$ cat src/rtl/mscan_pkg.sv
package mscan_pkg;
    typedef enum logic [1:0] {
        ST_IDLE   = 2'd0,
        ST_SCAN   = 2'd1,
        ST_FINISH = 2'd2
    } mscan_state_e;
endpackage

$ cat src/rtl/mscan_wrap.sv
// Counter that clears on request and wraps to zero after reaching a limit.
module mscan_wrap #(
    parameter int W = 8
) (
    input  logic         clk,
    input  logic         rst_n,
    input  logic         clr,
    input  logic         adv,
    input  logic [W-1:0] lim,
    output logic [W-1:0] cnt,
    output logic         at_end
);
    logic [W-1:0] cnt_q;

    always_ff @(posedge clk or negedge rst_n) begin
        if (!rst_n) begin
            cnt_q <= '0;
        end else if (clr) begin
            cnt_q <= '0;
        end else if (adv) begin
            cnt_q <= at_end ? '0 : cnt_q + 1'b1;
        end
    end

    assign at_end = (cnt_q == lim);
    assign cnt    = cnt_q;
endmodule

$ cat src/rtl/mscan_rowaddr.sv
// Row pair from strip index and phase within the column.
module mscan_rowaddr #(
    parameter int N    = 2,
    parameter int ROWW = 8,
    parameter int PHW  = 1
) (
    input  logic [ROWW-1:0] strip,
    input  logic [PHW-1:0]  phase,
    output logic [ROWW-1:0] row0,
    output logic [ROWW-1:0] row1
);
    localparam int SH      = 2 * N;
    localparam bit SH_POW2 = ((SH & (SH - 1)) == 0);
    localparam int SH_LOG  = $clog2(SH);

    logic [ROWW-1:0] base;
    logic [ROWW-1:0] offs;

    generate
        if (SH_POW2) begin : g_shift
            assign base = strip << SH_LOG;
        end else begin : g_mult
            assign base = strip * ROWW'(SH);
        end
    endgenerate

    assign offs = ROWW'({phase, 1'b0});
    assign row0 = base + offs;
    assign row1 = {base[ROWW-1:1] + offs[ROWW-1:1], 1'b1};
endmodule

$ cat src/rtl/mscan_fsm.sv
module mscan_fsm
    import mscan_pkg::*;
(
    input  logic clk,
    input  logic rst_n,
    input  logic start,
    input  logic dims_ok,
    input  logic final_step,
    output logic load,
    output logic valid,
    output logic done
);
    mscan_state_e state_q, state_d;

    always_ff @(posedge clk or negedge rst_n) begin
        if (!rst_n) begin
            state_q <= ST_IDLE;
        end else begin
            state_q <= state_d;
        end
    end

    always_comb begin
        state_d = state_q;
        unique case (state_q)
            ST_IDLE: begin
                if (start) begin
                    state_d = dims_ok ? ST_SCAN : ST_FINISH;
                end
            end
            ST_SCAN: begin
                if (final_step) begin
                    state_d = ST_FINISH;
                end
            end
            ST_FINISH: state_d = ST_IDLE;
            default:   state_d = ST_IDLE;
        endcase
    end

    always_comb begin
        load  = 1'b0;
        valid = 1'b0;
        done  = 1'b0;
        unique case (state_q)
            ST_IDLE:   load  = start;
            ST_SCAN:   valid = 1'b1;
            ST_FINISH: done  = 1'b1;
            default: begin
                load = 1'b0;
            end
        endcase
    end
endmodule

$ cat src/rtl/mscan_gen.sv
module mscan_gen #(
    parameter int N    = 2,
    parameter int COLW = 8,
    parameter int ROWW = 8
) (
    input  logic            clk,
    input  logic            rst_n,
    input  logic            start,
    input  logic            stall,
    input  logic [COLW-1:0] img_w,
    input  logic [ROWW-1:0] img_h,
    output logic            valid,
    output logic [ROWW-1:0] row0,
    output logic [ROWW-1:0] row1,
    output logic [COLW-1:0] col,
    output logic            sop,
    output logic            eos,
    output logic            done
);
    localparam int SH  = 2 * N;
    localparam int PHW = (N > 1) ? $clog2(N) : 1;

    logic            load;
    logic            dims_ok;
    logic            step;
    logic            final_step;
    logic [COLW-1:0] w_q;
    logic [ROWW-1:0] ns_q;
    logic [ROWW-1:0] ns_in;
    logic [PHW-1:0]  phase;
    logic [ROWW-1:0] strip;
    logic            ph_end, col_end, st_end;

    assign ns_in   = img_h / ROWW'(SH);
    assign dims_ok = (img_w != '0) && (ns_in != '0);

    always_ff @(posedge clk or negedge rst_n) begin
        if (!rst_n) begin
            w_q  <= '0;
            ns_q <= '0;
        end else if (load) begin
            w_q  <= img_w;
            ns_q <= ns_in;
        end
    end

    assign step       = valid && !stall;
    assign final_step = step && ph_end && col_end && st_end;

    mscan_fsm u_fsm (
        .clk        (clk),
        .rst_n      (rst_n),
        .start      (start),
        .dims_ok    (dims_ok),
        .final_step (final_step),
        .load       (load),
        .valid      (valid),
        .done       (done)
    );

    mscan_wrap #(.W(PHW)) u_phase (
        .clk    (clk),
        .rst_n  (rst_n),
        .clr    (load),
        .adv    (step),
        .lim    (PHW'(N - 1)),
        .cnt    (phase),
        .at_end (ph_end)
    );

    mscan_wrap #(.W(COLW)) u_col (
        .clk    (clk),
        .rst_n  (rst_n),
        .clr    (load),
        .adv    (step && ph_end),
        .lim    (w_q - 1'b1),
        .cnt    (col),
        .at_end (col_end)
    );

    mscan_wrap #(.W(ROWW)) u_strip (
        .clk    (clk),
        .rst_n  (rst_n),
        .clr    (load),
        .adv    (step && ph_end && col_end),
        .lim    (ns_q - 1'b1),
        .cnt    (strip),
        .at_end (st_end)
    );

    mscan_rowaddr #(.N(N), .ROWW(ROWW), .PHW(PHW)) u_rows (
        .strip (strip),
        .phase (phase),
        .row0  (row0),
        .row1  (row1)
    );

    assign sop = valid && (phase == '0);
    assign eos = valid && ph_end && col_end;
endmodule

$ cat config.mk
export PLATFORM = sky130hd
export DESIGN_NAME = mscan_gen
export DESIGN_NICKNAME = d
export VERILOG_FILES = /design/src/rtl/mscan_pkg.sv /design/src/rtl/mscan_wrap.sv /design/src/rtl/mscan_rowaddr.sv /design/src/rtl/mscan_fsm.sv /design/src/rtl/mscan_gen.sv
export SDC_FILE = /design/constraint.sdc
export NUM_CORES = 1
export LEC_CHECK = 0
export ABC_AREA = 0
export BUFFER_PORTS_ARGS = -buffer_cell sky130_fd_sc_hd__buf_2
export CORE_ASPECT_RATIO = 1.5
export CORE_MARGIN = 2
export CORE_UTILIZATION = 49
export CTS_CLUSTER_SIZE = 40
export DETAILED_ROUTE_END_ITERATION = 10
export HOLD_SLACK_MARGIN = 0.02
export MAX_ROUTING_LAYER = met4
export PLACE_DENSITY = 0.88
export SETUP_SLACK_MARGIN = 0.02
export SYNTH_ARGS = -nofsm -noshare
export SYNTH_HDL_FRONTEND = slang
export SYNTH_HIERARCHICAL = 1
export SYNTH_SLANG_ARGS = --single-unit
$ cat constraint.sdc
create_clock -name clk -period 2.4 [get_ports clk]
set_input_delay 0.12 -clock clk [delete_from_list [all_inputs] [get_ports clk]]
set_output_delay 0.12 -clock clk [all_outputs]
set_load 0.01 [all_outputs]
; Word-level counts from Yosys, hierarchy flattened
; Cells that the tools add are included.
[totals]
input_bits = 20
memories = 0
mem_bits_rw = 0
rom_bits = 0
word_cells = 52
out_inout_bits = 28
reg_bits = 33
latchBits = 0
[classes]
addsub = 7
n_reduce_logical = 16
multipliers = 0
n_eq_ne = 6
order_cmp = 0
div = 0
mux = 16
n_shift = 0
bitwise_logic = 1
[ops]
columns = operator, n
row1 = $mux 8, 6
row2 = $add 8x1->8 const B, 2
row3 = $eq 8x8->1, 2
row4 = $reduce_bool 8->1, 2
row5 = $add 8x2->8, 1
row6 = $logic_and 1x1->1, 8
row7 = $sub 8x1->8 const B, 1
row8 = $add 7x1->7, 1
row9 = $sub 6x1->7 const B, 1
row10 = $mux 1, 6
row11 = $mux 2, 3
row12 = $reduce_bool 2->1, 3
row13 = $ne 2x2->1 const B, 2
row14 = $pmux 2 s2, 1
row15 = $eq 2x1->1 const B, 1
row16 = $eq 2x2->1 const B, 1
row17 = $logic_not 2->1, 1
row18 = $reduce_and 2->1, 1
row19 = $add 1x1->1 const B, 1
row20 = $logic_not 1->1, 1
row21 = $not 1->1, 1

; Longest topological paths before layout
; Gate-level depths: netlist (run 1).
[depth]
word_depth = 8
depth_mapped = 13
mapped_depth_nobuf = 13

; Cells and area by module
; Netlist (run 1), hierarchy kept.
[modules_own_cells]
columns = mod, area_per_inst_um2, n_inst, cells_each, seq_area_each_um2
row1 = mscan_wrap (u_col ...), 528.0, 2, 56, 200.2
row2 = mscan_gen, 800.8, 1, 78, 350.3
row3 = mscan_rowaddr, 127.6, 1, 18, 0.0
row4 = mscan_fsm, 102.6, 1, 10, 50.0
row5 = mscan_wrap (u_phase), 55.1, 1, 5, 25.0

; Worst setup path before layout (run 1)
; OpenSTA, ideal clock, no wires.
[synth_path]
path_type = reg2reg
from = reg w_q[0]
to = reg u_strip.cnt_q[7] (netlist: u_strip/cnt[7])
n_path_buf = 0
synth_period_minus_slack_ns = 2.673
required_time_ns = 2.271
t_arrival_ns = 2.545
path_stages_with_launch = 14
setup_time_ns = 0.129
path_slack_ns = -0.273
cell_sequence = dfrtp_1 inv_1 ha_1 inv_1 or3_2 xnor2_1 xnor2_1 nand4_2 nor2_1 and3_1 o211ai_1 nor3_1 xnor2_1 nor2_1
[synth_via]
elab_chain_len = 4
[synth_rtl]
columns = element, line_no
row1 = from (decl), mscan_gen.sv:27  ; logic [COLW-1:0] w_q;
row2 = from (signal assigned), mscan_gen.sv:42  ; w_q <= img_w;
row3 = $sub 8x1->8, mscan_gen.sv:76  ; .lim (w_q - 1'b1),
row4 = $eq 8x8->1, mscan_wrap.sv:25  ; assign at_end = (cnt_q == lim);
row5 = named net col_end, mscan_gen.sv:32  ; logic ph_end, col_end, st_end;
row6 = $logic_and 1x1->1, mscan_gen.sv:85  ; .adv (step && ph_end && col_end),
row7 = $reduce_bool 2->1 (no source line), n/a
row8 = to (signal assigned), mscan_wrap.sv:21  ; cnt_q <= at_end ? '0 : cnt_q + 1'b1;
row9 = to (decl), mscan_wrap.sv:13  ; logic [W-1:0] cnt_q;
; The timed path passes the listed nets, and every way through them passes these cells.
; A chain may end at the register's enable or synchronous reset.

; Worst setup path after layout (run 1)
[layout_path]
from = reg w_q[3]
to = reg u_strip.cnt_q[3] (netlist: u_strip/cnt[3])
; The elaborated chain is that of the path after synthesis.

==> results of run 1 <==
==> worst paths after layout <==
kind,start,to,cells after the start
max in group asynchronous,rst_n,w_q[0],2
worst min-delay path,img_w[1],w_q[1],3
worst min register to register,ns_q[3],ns_q[3],1
worst max-delay path,w_q[3],u_strip/cnt[3],11
min in group asynchronous,rst_n,u_fsm/state_q[0],2
worst max register to register,w_q[3],u_strip/cnt[3],11
==> routing by layer <==
layer  share of wire, %  vias up  GRT usage (%)
met4                2.2        0           8.67
met5                  0        -              -
met3                5.6       10           4.57
li1                   -      834              -
met1                 37      837           22.2
met2                 55       69           36.7
==> flip-flops by register name (all words and copies together) (netlist names) <==
| signal | count |
|---|---|
| ns_q | 6 |
| u_col/cnt | 8 |
| u_fsm/state_q | 2 |
| u_phase/cnt | 1 |
| u_strip/cnt | 8 |
| w_q | 8 |
==> kinds of logic (layout without fill, tap and decap cells) <==
group           after synthesis  in the layout  share of synthesized area [%]
xor+xnor                     34             34                           13.9
fa+ha+maj                     5              5                           2.92
mux                          11             11                           5.72
simple gates                 72             72                           18.5
buf+inv                      36             86                           9.17
compound gates               29             29                           10.7
flops                        33             33                           38.6
other cells                   3              3                          0.526
==> what timing repair did <==
item,in CTS,in global routing
pin swaps,7,7
buffers inserted,1,2
resized for setup,5,6
endpoints found under the setup margin,10,19
hold endpoints to repair,33,0
hold buffers,1,0
==> area by class of cell <==
cell class | count | area (µm²) | share of cell area (%)
inverter | 18 | 67.6 | 2.62
clock buffer | 6 | 82.6 | 3.21
clock inverter | 2 | 37.5 | 1.46
timing repair buffer | 60 | 353 | 13.7
multi-input combinational | 154 | 1150 | 44.7
sequential | 33 | 826 | 32.1
tap | 46 | 57.6 | 2.24
==> worst min-delay path: stages <==
cell	delay (ns)
buf_2	0.09
nand2_1	0.04
o21ai_0	0.06
==> where the power goes <==
group          internal (W)  total, W  switching (W)
clock              0.000337  0.000553       0.000215
combinational      0.000696   0.00140       0.000708
sequential         0.000729  0.000928       0.000199
==> stage by stage <==
| step | setup WS [ns] | power, W | hold WS, ns | util, % |
|---|---|---|---|---|
| final | -0.292 | 0.00288 | 0.0498 | 61.2 |
| after global routing | -0.356 | 0.00306 | 0.0659 | 61.2 |
| after CTS | -0.240 | 0.00285 | 0.0470 | 60.4 |
| after detailed placement | -0.253 | 0.00227 | 0.226 | 56.9 |
| after global placement | -0.129 | 0.00218 | 0.208 | 56.9 |
| after floorplan | -0.164 | 0.00186 | -0.176 | - |
==> cells in the mapped netlist (4+ instances only) <==
library cell  count
nand2_1          17
buf_4            16
o21ai_0          12
xor2_1            8
nor3_1            4
xnor2_1          26
nand4_2           4
mux2_2           10
ha_1              5
nor2_1           24
inv_1            18
dfrtp_1          33
==> results.cfg, run 1 <==
[synthesis]
syn_avg_cell_area_um2 = 9.61
syn_inst = 223
synthesis.area_um2 = 2140
synth_top_area_cell = dfrtp_1
synth_cell_types = 37
synth_edf_count = 0
ys_ff_latch = 33
async_flop_share_pct = 100
synth_ff_type = dfrtp_1
synth_top_area_share_pct = 38.6
synth.area.top_cells = dfrtp_1 39%, xnor2_1 11%, buf_4 5.6%
syn_nets = 248
yosys_warnings = 6
ys_seq_area_share_pct = 38.6

[setup_path]
crit_path_start_kind = flip-flop
crit_family = simple AND/OR/NAND/NOR gates
cp_slowest_cell = or4_4
crit_arrival_ns = 2.88
required_ns = 2.59
crit_fanout = 5
cpMostUsedCell = nor2_1
path_buf_inv = 0
path_cells = or4_4, nor2_1, xor2_1, xnor2_1, nand4_2, nor2_2, and3_4, o211ai_1, nor2_1, xnor2_1, nor2_1
slowest_delay_ns = 0.57
critPathCaptureType = flip-flop
timing.reg2reg.setup_slack_ns = -0.29
criticalPathCategory = reg -> reg

[layout]
fin_cells = 319
antennaDiodeCount = 0
n_fill_cell = 339
syn2layout_area_growth_pct = 20.2
finish.instance_area_um2 = 2570
drive_above_1_share_pct = 34.8
fin_nets = 297
final_cell_mix = 43 x buf_2, 33 x dfrtp_1, 26 x xnor2_1
final_common_cell = buf_2

[timing]
setup_ws_ns = -0.292
final.min_clock_period_ns = 2.69
worst_pin_slew_ns = 0.752
setup_violations = 16
final.period_utilization_pct = 112
slew_viol_final = 0
skew_ns = 0.0134
setup_tns_ns = -2.53
slew_headroom_pct = 49.8
hold_violations = 0
rsz0062_at_grt = true
max_freq_mhz = 371

[detailed_routing]
drtAntennaViolNets = 0
wl_per_cell_um = 14.9
routed_wl_mm = 4.74
num_vias = 1750
drc = 0
dr.pass1.iters = 4
drtIter0Drc = 67
vias_per_cell = 5.49

[grt]
grt_max_degree = 34
antenna_found_initial = 0
grt_use_total_pct = 20.9
grt_pass1_vias = 1702
grt-ovfl-total = 0
grt_pass1_wl_mm = 7.61

[die]
die_h_um = 85.0
coreArea_um2 = 4210
initial_core_util_pct = 50.9
ios = 48
num_rows = 29
dieWidth_um = 58.0
die_area_um2 = 4930

[clock_network]
clk_latency_ns = 0.30
cts_tree = done
clk_pin_slew_ns = 0.08
cts-root-buf = clkbuf_8
clock_sinks = 33
cts_buffers = 5
h-tree-depth = 2
clk_path_buf_depth = 2

[place]
hpwl_mm = 3.55
place_inst = 308
postPlaceCellArea_um2 = 2400
portBuffers = 43
gp_congestion = 0.887

[power]
ir_drop_v = 0.000595
p_leak_nw = 1.19
p_per_area_nw_per_um2 = 1120

[min_path]
hp-class = in -> reg

[run]
maxCapViolations = 0

[status]
status = finished, violations left
violations = negative setup slack
Power figures use the tool's default switching activity.
==> run 2: changes to the inputs <==
ABC_AREA = 1   (was 0)
CORE_UTILIZATION = 50   (was 49)
==> results.cfg, run 2 <==
[power]
combPwrFrac_pct = 57.7
p_clk_share_pct = 12.4
switching_share_pct = 48.7
ir_drop_v = 0.000615
p_per_area_nw_per_um2 = 1210
p_leak_nw = 1.49
p_seq_share_pct = 29.9
power_switching_w = 0.00167
p_int_w = 0.00176

[timing]
final.period_utilization_pct = 97.1
worst_pin_slew_ns = 0.751
max_freq_mhz = 429
slew_headroom_pct = 49.9
final.min_clock_period_ns = 2.33
setup_violations = 0
setup_tns_ns = 0
rsz0062_at_grt = true
skew_ns = 0.00295
slew_viol_final = 0
hold_violations = 0

[setup_path]
criticalPathCategory = reg -> reg
slowest_delay_ns = 0.39
cp_slowest_cell = dfrtp_1
crit_arrival_ns = 2.55
crit_path_start_kind = flip-flop
crit_fanout = 5
required_ns = 2.62
critPathCaptureType = flip-flop
path_cells = buf_4, nor2_4, nand2_2, o21ai_2, nand2_1, inv_1, nand2_1, nand2_1, nand2_2, nor2_4, nand2_4, inv_2, inv_2, nor3_4, nor2_4, nor2_4, nand3_2, xor2_2, a21oi_2
cpMostUsedCell = nor2_4

[clock_network]
h-tree-depth = 2
clk_pin_slew_ns = 0.07
cts-root-buf = clkbuf_8
clk_path_buf_depth = 2
clk_latency_ns = 0.29
clock_sinks = 33
cts_tree = done
cts_buffers = 5

[synthesis]
synth_cell_types = 27
synth_commonest_cells = 80 x nand2_1, 50 x inv_1, 33 x dfrtp_1
ys_seq_area_share_pct = 34.4
synth_top_area_share_pct = 34.4
syn_avg_cell_area_um2 = 7.44
synth_ff_type = dfrtp_1
synth_edf_count = 0
synthesis.area_um2 = 2400
yosys_warnings = 6
synth_most_common_cell = nand2_1
ys_ff_latch = 33
synth.area.top_cells = dfrtp_1 34%, nand2_1 13%, inv_1 7.8%
async_flop_share_pct = 100
syn_inst = 323
synth_top_area_cell = dfrtp_1
syn_nets = 348

[layout]
final_cell_mix = 76 x nand2_1, 44 x inv_1, 43 x buf_2
drive_above_1_share_pct = 32.8
seqCellArea_um2 = 826
multiInputGateArea_um2 = 1310
syn2layout_area_growth_pct = 18.1
final_common_cell = nand2_1
fin_util_pct = 62.0
n_fill_cell = 408
fin_nets = 394
antennaDiodeCount = 0

[detailed_routing]
drtAntennaViolNets = 0
routed_wl_mm = 5.25
wl_per_cell_um = 12.1
dr.pass1.iters = 4
vias_per_cell = 4.97
num_vias = 2153
drc = 0
drtIter0Drc = 55

[status]
status = complete, no violations

[grt]
grt-ovfl-total = 0
antenna_found_initial = 0
grt_max_degree = 34
met2_usage_pct = 41.5
gr-usage-met1_pct = 20.9
met3_usage_pct = 3.76
grt_pass1_wl_mm = 8.66
busiest_layer = met2
grt_use_total_pct = 22.1
grt_pass1_vias = 2090

[min_path]
hp-class = in -> reg

[die]
coreArea_um2 = 4580
initial_core_util_pct = 52.5
die_area_um2 = 5390
ios = 48
die_h_um = 88.9
num_rows = 30
dieWidth_um = 60.6

[run]
maxCapViolations = 0

[place]
gp_congestion = 0.876
portBuffers = 43
hpwl_mm = 3.87
-- run 2: cell count changes after synthesis, sizes merged, moves of 8 or more --
| cell | before | now |
|---|---|---|
| nand2 | 17 | 87 |
| inv | 18 | 54 |
| nand3 | 2 | 18 |
| xnor2 | 26 | 10 |
| nor2 | 24 | 38 |
| a21oi | 1 | 10 |
| mux2 | 10 | 2 |
-- run 2: path summary, 6_finish.rpt --
kind | startpoint | slack, ns | end | cells past startpoint
max | w_q[1] | 0.07 | u_strip/cnt[5] | 19
min | img_h[6] | 0.05 | ns_q[4] | 3
max reg2reg | w_q[1] | 0.07 | u_strip/cnt[5] | 19
min reg2reg | u_phase/cnt | 0.55 | u_phase/cnt | 2
max in group asynchronous | rst_n | 1.49 | w_q[4] | 2
min in group asynchronous | rst_n | 0.43 | u_col/cnt[5] | 2
-- run 2: cells by family after synthesis --
group / share of synthesized area [%]
AOI/OAI and AO/OA: 7.81
xor gates and xnor gates: 8.02
adders and majority gates: 2.60
buffers and inverters: 14.9
DFF: 34.4
muxes: 0.937
other: 0.469
and+or+nand+nor: 30.9
-- run 2: timing repair --
item | in CTS | in global routing
endpoints found under the setup margin | 5 | 10
gates resized for setup | 12 | 11
hold buffers | 1 | 0
endpoints found under the hold margin | 33 | 0
buffers inserted | 2 | 6
pin swaps | 8 | 9
-- run 2: per-layer routing --
layer | wire length [µm] | up-vias
li1 | - | 1059
met5 | 0 | -
met1 | 1920 | 1025
met4 | 129 | 0
met3 | 194 | 11
met2 | 3000 | 58
-- run 2: layout make-up --
cell class | instances | share of cell area [%]
sequential | 33 | 29.1
tap | 64 | 2.82
clock buffer | 7 | 3.04
multi-input combinational | 217 | 46.1
inverter | 54 | 7.32
timing repair buffer | 58 | 11.6
-- run 2: power by group through the flow --
| stage | clock network (W) | logic (W) | registers [W] |
|---|---|---|---|
| after global placement | 0 | 0.00172 | 0.00101 |
| after global routing | 0.000458 | 0.00220 | 0.00106 |
| after CTS | 0.000433 | 0.00188 | 0.00102 |
| final | 0.000426 | 0.00198 | 0.00103 |
| after detailed placement | 0 | 0.00180 | 0.00102 |
| after floorplan | 0 | 0.00149 | 0.000974 |
-- run 2: critical path: cells and delay by family (launching register included) --
family                 cells  cell delay (ns)
XOR/XNOR                   1             0.17
AND/OR/NAND/NOR           12             1.15
AO/OA/AOI/OAI              2             0.22
buffers and inverters      4             0.32
flip-flops                 1             0.39
-- run 2: through the flow --
stage | setup WS [ns] | power [W] | hold slack [ns] | instances | instance area [µm²]
global route | -0.153 | 0.00372 | 0.0685 | 433 | 2840
finish | 0.0702 | 0.00343 | 0.0532 | 433 | 2840
detailed placement | -0.0615 | 0.00282 | 0.228 | 417 | 2610
global placement | 0.0573 | 0.00272 | 0.218 | 417 | 2610
floorplan | 0.0534 | 0.00246 | -0.176 | 323 | 2410
CTS | 0.0233 | 0.00333 | 0.0487 | 427 | 2750
==> run 3: changes to the inputs <==
CORE_UTILIZATION = 55   (was 50)
PLACE_DENSITY = 0.92   (was 0.88)
clock period = 2.8 ns   (was 2.4 ns; I/O delays follow)
==> results.cfg, run 3 (same netlist as run 2, synthesis figures left out) <==
[status]
status = complete, no violations

[timing]
hold_violations = 0
rsz0062_at_grt = false
final.period_utilization_pct = 89.8
setup_ws_ns = 0.287
setup_violations = 0
worst_pin_slew_ns = 0.753
max_freq_mhz = 398
slew_headroom_pct = 49.8
slew_viol_final = 0
setup_tns_ns = 0
final.min_clock_period_ns = 2.51
skew_ns = 0.00541

[setup_path]
r2r_end = u_strip/cnt[5]
required_ns = 3.02
critPathCaptureType = flip-flop
rr_worst_depth = 19
worstReg2RegStart = w_q[1]
timing.reg2reg.setup_slack_ns = 0.29
crit_path_start_kind = flip-flop
crit_arrival_ns = 2.73
crit_fanout = 5
criticalPathCategory = reg -> reg

[clock_network]
clk_latency_ns = 0.29
cts_tree = done
clock_sinks = 33
cts_buffers = 5
clk_path_buf_depth = 2
cts-root-buf = clkbuf_8
h-tree-depth = 2
clk_pin_slew_ns = 0.07

[detailed_routing]
drc = 0
routed_wl_mm = 4.78
drtIter0Drc = 56
vias_per_cell = 5.10
dr.pass1.iters = 4
wl_per_cell_um = 11.8
drtAntennaViolNets = 0
num_vias = 2062

[layout]
drive_above_1_share_pct = 26.0
final_cell_mix = 80 x nand2_1, 50 x inv_1, 43 x buf_2
fin_util_pct = 63.3
antennaDiodeCount = 0
final_common_cell = nand2_1
fin_nets = 383
syn2layout_area_growth_pct = 10.9

[die]
ios = 48
die_h_um = 84.9
num_rows = 29
initial_core_util_pct = 57.1
die_area_um2 = 4920
dieWidth_um = 58.0
coreArea_um2 = 4210

[grt]
grt_pass1_vias = 2081
grt_pass1_wl_mm = 8.20
grt_max_degree = 34
grt_use_total_pct = 22.0
antenna_found_initial = 0
grt-ovfl-total = 0

[place]
gp_congestion = 0.835
dpl_worst_slack_ns = 0.147
hpwl_mm = 3.66
portBuffers = 43

[min_path]
whs_endpoint = w_q[0]
hp-class = in -> reg
hold_start = img_w[0]
hold_depth = 3

[run]
maxCapViolations = 0

[power]
p_leak_nw = 1.42
p_per_area_nw_per_um2 = 1040
ir_drop_v = 0.000709
==> run 3: cell count changes in the layout (fill, tap and decap cells not counted), sizes merged <==
cell  change
buf      -11
==> run 3: where the power goes <==
part | switching, W | internal [W]
Combinational | 0.000943 | 0.000586
Clock | 0.000171 | 0.000195
Sequential | 0.000214 | 0.000654
Total | 0.00133 | 0.00143
==> run 3: per-layer routing <==
metal | part of all wire (%) | GRT usage [%] | vias to the layer above
met1 | 38 | 20.8 | 969
met4 | 2.7 | 11.4 | 0
met3 | 3.3 | 3.81 | 11
li1 | - | - | 1036
met5 | 0 | - | -
met2 | 56 | 40.7 | 46
==> run 3: final cells by class <==
type,instances,area [µm²]
inverters,54,208
clock buffers,7,86.3
flip-flops and latches,33,826
fillers,360,1540
repair buffers,47,248
multi-input cells,217,1240
well taps,46,57.6
==> run 3: critical path, stage by stage, from the launching register on <==
cell	delay, ns
dfrtp_1	0.39
inv_1	0.08
ha_1	0.14
inv_1	0.06
nor2_2	0.14
nand3_1	0.09
nand2_1	0.06
nand2_1	0.08
xnor2_1	0.16
nand2_1	0.11
nor2_4	0.11
nand2_4	0.08
inv_1	0.07
inv_1	0.05
nor3_2	0.21
nor2_4	0.09
nor2_4	0.16
nand3_1	0.09
xor2_1	0.17
a21oi_2	0.11
==> run 3: how the worst max path moves through the flow <==
stage	endpoint	startpoint	slack (ns)	cells past startpoint
CTS	u_strip/cnt[5]	w_q[1]	0.11	19
floorplan	u_strip/cnt[5]	w_q[0]	0.33	19
finish	u_strip/cnt[5]	w_q[1]	0.29	19
detailed placement	u_strip/cnt[5]	w_q[1]	0.15	19
global route	u_strip/cnt[7]	w_q[1]	0.03	19
global placement	u_strip/cnt[5]	w_q[1]	0.25	19
==> run 3: timing repair <==
action                                  4_1_cts  5_1_grt
resized for setup                             0        4
setup buffers                                 0        0
endpoints found under the hold margin        33        0
hold buffers                                  1        0
endpoints found under the setup margin        0        8
==> run 3: per-stage QoR <==
stage,power [W],std cells,hold slack [ns],area [µm²]
after floorplan,0.00210,323,-0.156,2400
after global placement,0.00231,396,0.237,2550
after detailed placement,0.00239,396,0.256,2550
after CTS,0.00277,404,0.0652,2650
after global routing,0.00300,404,0.0824,2670
final,0.00276,404,0.0705,2670
